[config.mk]
export PLATFORM = sky130hd
export DESIGN_NAME = osc_trim_cal
export DESIGN_NICKNAME = d
export VERILOG_FILES = /design/src/rtl/osc_cal_pkg.sv /design/src/rtl/cal_elem_timer.sv /design/src/rtl/cal_frac_div.sv /design/src/rtl/osc_trim_cal.sv
export SDC_FILE = /design/constraint.sdc
export NUM_CORES = 2
export LEC_CHECK = 0
export ABC_CLOCK_PERIOD_IN_PS = 8600
export BUFFER_PORTS_ARGS = -buffer_cell sky130_fd_sc_hd__buf_4
export CORE_ASPECT_RATIO = 0.9
export CORE_MARGIN = 2
export CORE_UTILIZATION = 60
export DETAILED_ROUTE_END_ITERATION = 7
export PLACE_DENSITY_LB_ADDON = 0.05
export SETUP_SLACK_MARGIN = 0.15
export SKIP_CTS_REPAIR_TIMING = 1
export SLEW_MARGIN = 15
export SYNTH_ARGS = -nofsm -noshare
export SYNTH_HDL_FRONTEND = slang
export SYNTH_HIERARCHICAL = 1
export SYNTH_SLANG_ARGS = --single-unit
[constraint.sdc]
create_clock -name clk -period 8.6 [get_ports clk]
set_input_delay 0.43 -clock clk [delete_from_list [all_inputs] [get_ports clk]]
set_output_delay 0.43 -clock clk [all_outputs]
set_load 0.02 [all_outputs]
[src/rtl/osc_cal_pkg.sv]
package osc_cal_pkg;

  localparam int TRIM_W = 4;

  // Index 0 is the slowest trim (+7); the largest index is the fastest (-8).
  function automatic logic [TRIM_W-1:0] trim_signed(input logic [TRIM_W-1:0] idx);
    return TRIM_W'((1 << (TRIM_W-1)) - 1) - idx;
  endfunction

  // The device writes a signed trim as its bitwise inverse.
  function automatic logic [TRIM_W-1:0] trim_encode(input logic [TRIM_W-1:0] s);
    return ~s;
  endfunction

  function automatic logic [TRIM_W-1:0] index_to_code(input logic [TRIM_W-1:0] idx);
    return trim_encode(trim_signed(idx));
  endfunction

  localparam logic [TRIM_W-1:0] IDX_MAX = {TRIM_W{1'b1}};

endpackage

[src/rtl/cal_elem_timer.sv]
module cal_elem_timer #(
  parameter int PW          = 16,
  parameter int LOG2_AVG    = 3,
  parameter int TIMEOUT_CYC = 60000
) (
  input  logic          clk,
  input  logic          rst_n,
  input  logic          start,
  input  logic          edge_in,
  output logic          done_p,
  output logic          timeout_p,
  output logic [PW-1:0] avg
);
  localparam int NEL = 1 << LOG2_AVG;
  localparam int NW  = $clog2(NEL + 1);
  localparam int SW  = PW + LOG2_AVG;
  localparam logic [PW-1:0] TO_LAST = PW'(TIMEOUT_CYC - 1);
  localparam logic [NW-1:0] EL_LAST = NW'(NEL - 1);

  typedef enum logic [1:0] {S_IDLE, S_ARM, S_RUN} tstate_t;
  tstate_t st;

  logic [PW-1:0] cnt;
  logic [NW-1:0] nel;
  logic [SW-1:0] sum;
  logic [SW-1:0] sum_nx;
  logic          last_el;
  logic          gap_expired;

  assign sum_nx      = sum + SW'(cnt) + SW'(1);
  assign last_el     = (nel == EL_LAST);
  assign gap_expired = (cnt == TO_LAST);

  always_ff @(posedge clk) begin
    if (!rst_n) begin
      st        <= S_IDLE;
      cnt       <= '0;
      nel       <= '0;
      sum       <= '0;
      avg       <= '0;
      done_p    <= 1'b0;
      timeout_p <= 1'b0;
    end else begin
      done_p    <= 1'b0;
      timeout_p <= 1'b0;
      case (st)
        S_IDLE: begin
          if (start) begin
            st  <= S_ARM;
            cnt <= '0;
            nel <= '0;
            sum <= '0;
          end
        end
        S_ARM: begin
          if (edge_in) begin
            st  <= S_RUN;
            cnt <= '0;
          end else if (gap_expired) begin
            timeout_p <= 1'b1;
            st        <= S_IDLE;
          end else begin
            cnt <= cnt + PW'(1);
          end
        end
        S_RUN: begin
          if (edge_in) begin
            cnt <= '0;
            sum <= sum_nx;
            nel <= nel + NW'(1);
            if (last_el) begin
              avg    <= sum_nx[SW-1:LOG2_AVG];
              done_p <= 1'b1;
              st     <= S_IDLE;
            end
          end else if (gap_expired) begin
            timeout_p <= 1'b1;
            st        <= S_IDLE;
          end else begin
            cnt <= cnt + PW'(1);
          end
        end
        default: st <= S_IDLE;
      endcase
    end
  end

  // a measurement ends either by completing or by timing out, never both
  a_r5_end_exclusive: assert property (@(posedge clk) disable iff (!rst_n)
    $onehot0({done_p, timeout_p}));

  // completion only follows a transition seen on the element input
  a_r3_done_after_edge: assert property (@(posedge clk) disable iff (!rst_n)
    done_p |-> $past(edge_in));

endmodule

[src/rtl/cal_frac_div.sv]
module cal_frac_div #(
  parameter int DW = 32,
  parameter int QW = 4
) (
  input  logic          clk,
  input  logic          rst_n,
  input  logic          start,
  input  logic [DW-1:0] num,
  input  logic [DW-1:0] den,
  output logic          run,
  output logic          fin,
  output logic [QW-1:0] quo
);
  localparam int CW = $clog2(QW + 1);

  logic [DW:0]   rem;
  logic [DW-1:0] den_q;
  logic [CW-1:0] cnt;
  logic [DW:0]   rem_sh;
  logic          take;

  assign rem_sh = {rem[DW-1:0], 1'b0};
  assign take   = (rem_sh >= {1'b0, den_q});

  always_ff @(posedge clk) begin
    if (!rst_n) begin
      rem   <= '0;
      den_q <= '0;
      cnt   <= '0;
      run   <= 1'b0;
      fin   <= 1'b0;
      quo   <= '0;
    end else begin
      fin <= 1'b0;
      if (start) begin
        rem   <= {1'b0, num};
        den_q <= den;
        cnt   <= CW'(QW);
        run   <= 1'b1;
        quo   <= '0;
      end else if (run) begin
        rem <= take ? (rem_sh - {1'b0, den_q}) : rem_sh;
        quo <= {quo[QW-2:0], take};
        cnt <= cnt - CW'(1);
        if (cnt == CW'(1)) begin
          run <= 1'b0;
          fin <= 1'b1;
        end
      end
    end
  end

  // the caller only hands over fractions below one, so the remainder stays below the divisor
  a_r8_rem_below_den: assert property (@(posedge clk) disable iff (!rst_n)
    run |-> (rem < {1'b0, den_q}));

  // a new division is never launched over a running one
  a_r8_start_when_idle: assert property (@(posedge clk) disable iff (!rst_n)
    start |-> !run);

endmodule

[src/rtl/osc_trim_cal.sv]
module osc_trim_cal
  import osc_cal_pkg::*;
#(
  parameter int PW          = 16,
  parameter int LOG2_AVG    = 3,
  parameter int TIMEOUT_CYC = 60000
) (
  input  logic              clk,
  input  logic              rst_n,
  input  logic              pulse_in,
  input  logic              meas_start,
  input  logic              meas_point,
  input  logic [PW-1:0]     target_period,
  output logic [PW-1:0]     period_hi,
  output logic [PW-1:0]     period_lo,
  output logic [TRIM_W-1:0] trim_code,
  output logic              busy,
  output logic              done,
  output logic              err_order,
  output logic              err_timeout
);
  localparam int DW = 2 * PW;

  typedef enum logic [1:0] {T_IDLE, T_MEAS, T_CHK, T_DIV} cstate_t;
  cstate_t st;

  logic [2:0]  sync_q;
  wire         pulse_edge = sync_q[2] ^ sync_q[1];

  logic          pt_q, hv_q, lv_q;
  logic [PW-1:0] ph_q, pl_q;
  logic [TRIM_W-1:0] code_q;
  logic          done_q, eo_q, et_q;

  wire start_acc = meas_start && (st == T_IDLE);

  logic          tm_done, tm_to;
  logic [PW-1:0] tm_avg;

  logic          div_run, div_fin;
  logic [TRIM_W-1:0] div_quo;
  wire  order_bad = (ph_q >= pl_q);
  wire  tgt_slow  = (target_period >= pl_q);
  wire  tgt_fast  = (target_period <= ph_q);
  wire  div_start = (st == T_CHK) && !order_bad && !tgt_slow && !tgt_fast;
  logic [DW-1:0] div_num, div_den;

  assign div_num = DW'(ph_q) * DW'(pl_q - target_period);
  assign div_den = DW'(target_period) * DW'(pl_q - ph_q);

  always_ff @(posedge clk) begin
    if (!rst_n) sync_q <= '0;
    else        sync_q <= {sync_q[1:0], pulse_in};
  end

  cal_elem_timer #(
    .PW(PW), .LOG2_AVG(LOG2_AVG), .TIMEOUT_CYC(TIMEOUT_CYC)
  ) u_timer (
    .clk(clk), .rst_n(rst_n), .start(start_acc), .edge_in(pulse_edge),
    .done_p(tm_done), .timeout_p(tm_to), .avg(tm_avg)
  );

  cal_frac_div #(.DW(DW), .QW(TRIM_W)) u_div (
    .clk(clk), .rst_n(rst_n), .start(div_start), .num(div_num), .den(div_den),
    .run(div_run), .fin(div_fin), .quo(div_quo)
  );

  always_ff @(posedge clk) begin
    if (!rst_n) begin
      st     <= T_IDLE;
      pt_q   <= 1'b0;
      hv_q   <= 1'b0;
      lv_q   <= 1'b0;
      ph_q   <= '0;
      pl_q   <= '0;
      code_q <= '0;
      done_q <= 1'b0;
      eo_q   <= 1'b0;
      et_q   <= 1'b0;
    end else begin
      case (st)
        T_IDLE: begin
          if (start_acc) begin
            st     <= T_MEAS;
            pt_q   <= meas_point;
            done_q <= 1'b0;
            eo_q   <= 1'b0;
            et_q   <= 1'b0;
          end
        end
        T_MEAS: begin
          if (tm_to) begin
            et_q <= 1'b1;
            st   <= T_IDLE;
          end else if (tm_done) begin
            if (pt_q) begin
              pl_q <= tm_avg;
              lv_q <= 1'b1;
            end else begin
              ph_q <= tm_avg;
              hv_q <= 1'b1;
            end
            st <= (pt_q ? hv_q : lv_q) ? T_CHK : T_IDLE;
          end
        end
        T_CHK: begin
          if (order_bad) begin
            eo_q <= 1'b1;
            st   <= T_IDLE;
          end else if (tgt_slow) begin
            code_q <= index_to_code('0);
            done_q <= 1'b1;
            st     <= T_IDLE;
          end else if (tgt_fast) begin
            code_q <= index_to_code(IDX_MAX);
            done_q <= 1'b1;
            st     <= T_IDLE;
          end else begin
            st <= T_DIV;
          end
        end
        T_DIV: begin
          if (div_fin) begin
            code_q <= index_to_code(div_quo);
            done_q <= 1'b1;
            st     <= T_IDLE;
          end
        end
        default: st <= T_IDLE;
      endcase
    end
  end

  assign period_hi   = ph_q;
  assign period_lo   = pl_q;
  assign trim_code   = code_q;
  assign busy        = (st != T_IDLE);
  assign done        = done_q;
  assign err_order   = eo_q;
  assign err_timeout = et_q;

  // an order error never comes with a valid code
  a_r7_no_done_with_order_err: assert property (@(posedge clk) disable iff (!rst_n)
    !(done && err_order));

  // a code only appears once the -8 point is faster than the +7 point
  a_r10_done_needs_order: assert property (@(posedge clk) disable iff (!rst_n)
    $rose(done) |-> (period_hi < period_lo));

  // a timeout leaves both stored periods as they were
  a_r5_timeout_keeps_periods: assert property (@(posedge clk) disable iff (!rst_n)
    $rose(err_timeout) |-> ($stable(period_hi) && $stable(period_lo)));

  // the code only moves while the block is busy
  a_r7_code_stable_idle: assert property (@(posedge clk) disable iff (!rst_n)
    (!busy && !$past(busy)) |-> $stable(trim_code));

  // the divider only runs during the calculation step
  a_r8_div_in_calc: assert property (@(posedge clk) disable iff (!rst_n)
    div_run |-> busy);

endmodule

==> impl_metrics.json <==
{
  "run_status": "completed",
  "htree_num_levels": 4,
  "dpl.cell_count": 4310,
  "fin_worst_skew_ps": 13.8,
  "post-route-period-util_pct": 95.4,
  "clk-insertion-delay-late_ps": 450,
  "drt.antenna.violating_nets": 0,
  "ys_types": 94,
  "synthTopCellsByCount": "sky130_fd_sc_hd__inv_1 (632), sky130_fd_sc_hd__nand2_1 (461), sky130_fd_sc_hd__fa_1 (422)",
  "synth_area_per_cell_um2": 8.38,
  "synthesized_instance_count": 3585,
  "cp.arrival_ps": 8580,
  "route.detailed.drc": 0,
  "clk_path_buf_depth": 2,
  "cts.sink_count": 179,
  "cp_required_ps": 8970,
  "worstSetupPathType": "reg2reg",
  "timing.hold.ws_ps": 191,
  "kind_of_start_point_of_the_critical_path": "flop",
  "combPwrFrac_pct": 10.2,
  "via_total_after_detailed_routing": 25400,
  "floorplan.initialDensity_pct": 60.9,
  "leading_cell_types_by_total_area_after_synthesis": "sky130_fd_sc_hd__fa_1 (28%), sky130_fd_sc_hd__ha_1 (14%), sky130_fd_sc_hd__dfxtp_1 (12%)",
  "setup-tns-final_ps": 0,
  "ys_ff_latch": 179,
  "final_cell_count_no_fill": 4347,
  "crit_path_max_incr_delay_ps": 530,
  "max_cap_viol_count": 0,
  "critical_path.most_common_cell": "sky130_fd_sc_hd__fa_1",
  "setup_violations": 0,
  "vias_per_cell": 5.84,
  "top_level_ports": 61,
  "drt-pass1-iter-count": 5,
  "yosys.cell_count.top_type": "sky130_fd_sc_hd__inv_1",
  "endpoint_class_of_the_critical_path": "flop",
  "first_iter_violations": 1883,
  "num_rows": 77,
  "worst_path_dominant_cell_family": "adder cells",
  "detail_route.wl_per_cell_um": 20.9,
  "timing.final.hold_violations": 0,
  "slew-limit-headroom_pct": 29.9,
  "globalplace.congestion": 1.02,
  "pwr-share-seq_pct": 46.4,
  "power.ir.vdd_worst_uv": 129,
  "fraction_of_layout_cells_with_a_size_suffix_above_1_pct": 8.16,
  "static-leakage-power_nw": 16.0,
  "cts_root_buf": "sky130_fd_sc_hd__clkbuf_16",
  "synth_top_cell_by_area": "sky130_fd_sc_hd__fa_1",
  "synth_largest_type_area_fraction_pct": 28.1,
  "synth_sequential_area_ratio_pct": 11.9,
  "synth_edf_count": 0,
  "antenna_violations_before_repair": 2,
  "finish.net_count": 4445,
  "synth-main-ff-cell": "sky130_fd_sc_hd__dfxtp_1",
  "fp.dieArea_um2": 51900,
  "cts_made_buffers": 17,
  "power_report.internal_total_mw": 1.30,
  "detail_route.wirelength_um": 91000,
  "min_path_type": "in2reg",
  "finish.utilization_pct": 66.2,
  "critical-path-slowest-cell": "sky130_fd_sc_hd__fa_1",
  "setup.reg_to_reg.worst_slack_ps": 390,
  "cts.reportedPaths.clkPinSlew_ps": 70,
  "grt_first_pass_wirelength_um": 145000,
  "via_count_of_the_first_global_routing_pass": 25800,
  "die_height_um": 216,
  "pwr-share-clk_pct": 43.4,
  "timing.critical_path.buf_inv": 6,
  "max_freq_ghz": 0.122,
  "post-dp-hpwl_um": 74600,
  "track_usage_pct": 36.2,
  "synth_nets": 4368,
  "sw_frac_of_total_pct": 27.6,
  "portBuffers": 60,
  "drv_slew": 0,
  "grt_setup_unrepaired": "yes",
  "synth.cell_area_um2": 30000,
  "core_region_area_um2": 49300,
  "synthArstFlopShare_pct": 0,
  "dieWidth_um": 240,
  "p_per_area_nw_per_um2": 55.1,
  "layout-area-overhead-vs-synth_pct": 8.68,
  "critical_path.max_fanout": 15,
  "layout_min_cycle_time_ps": 8210,
  "p_sw_mw": 0.497,
  "globalRouteOverflowTotal": 0,
  "grt_max_degree": 101,
  "cts_tree": "built",
  "synth.yosys.warnings": 6,
  "worst_slew_pin_slew_ps": 1040
}
## power groups by stage
stage | sequential [mW] | clock [mW] | combinational, mW
5_1_grt | 0.834 | 0.819 | 0.194
2_1_floorplan | 0.852 | 0 | 0.0937
4_1_cts | 0.834 | 0.795 | 0.175
3_3_place_gp | 0.853 | 0 | 0.171
6_report | 0.834 | 0.780 | 0.184
3_5_place_dp | 0.853 | 0 | 0.175
## per-layer routing
metal,track usage (%),part of all wire (%),up-vias
li1,-,-,11600
met1,53.2,45,12600
met2,53.7,43,1080
met3,7.57,9.9,151
met4,10.6,2.7,0
met5,0,0,-
## state kept, by name (all words and copies together), names as in the netlist, 16 cells and up
register     cells
u_div/rem       32
u_timer/sum     19
u_div/den_q     32
u_timer/avg     16
period_hi       16
period_lo       16
u_timer/cnt     16
## worst reg2reg max path: cells and delay by family (launching register included)
family	cells	cell delay (ps)
AO/OA/AOI/OAI	15	2940
flip-flops	1	340
XOR/XNOR	2	280
adder cells (fa/ha/maj)	9	3400
AND/OR/NAND/NOR	3	450
buffers and inverters	6	700
## path summary, 6_finish.rpt
kind	depth (start not counted)	from	end
setup / recovery	35	period_lo[0]$_SDFFE_PN0P_	u_div/rem[29]$_SDFFE_PN0P_
hold / removal	2	pulse_in	sync_q[0]$_SDFF_PN0_
hold reg to reg	1	sync_q[0]$_SDFF_PN0_	sync_q[1]$_SDFF_PN0_
setup reg to reg	35	period_lo[0]$_SDFFE_PN0P_	u_div/rem[29]$_SDFFE_PN0P_
## per-stage QoR
step                      worst slack [ps]  total power [mW]  instance area (um2)
after global routing                  93.3              1.85                32600
after global placement                 142              1.02                31800
after floorplan                        711             0.945                30000
final                                  393              1.80                32600
after CTS                             55.1              1.80                32400
after detailed placement               111              1.03                31800
## area by class of cell
cell class	count	area, um2
diodes	1	2.50
clock buffers	18	439
clock inverters	14	146
fillers	4286	16700
inverters	634	2380
multi-input cells	2641	23700
flip-flops and latches	179	3590
well taps	671	840
repair buffers	189	1500
## cells in the final DEF (no fill, tap or decap), drive strengths merged, types with 10 or more instances in the layout
cell,n
clkbuf,18
a21o,54
fa,422
a21boi,58
o211ai,10
a22oi,12
and2,186
a31oi,14
nor2b,74
nand2,461
dfxtp,179
nor2,226
nor3,33
nand4,20
xor2,53
nand2b,24
and3,18
ha,340
nand3,51
xnor2,93
a211oi,25
mux2i,59
o31ai,14
buf,189
o21ai,99
or3,11
o21bai,10
inv,636
o21a,20
a211o,10
a21oi,142
## kinds of logic (layout without fill, tap and decap cells)
family / Yosys count / in the layout / share of synthesized area, %
AND/OR/NAND/NOR: 1145 / 1145 / 18.0
multiplexers: 60 / 60 / 2.00
other: 0 / 1 / 0
buffers and inverters: 765 / 855 / 9.64
XOR/XNOR: 146 / 146 / 4.26
adder cells (fa/ha/maj): 762 / 762 / 42.3
flip-flops: 179 / 179 / 11.9
AO/OA/AOI/OAI: 528 / 528 / 11.9
Note: power is estimated with default switching activity, not from simulation.
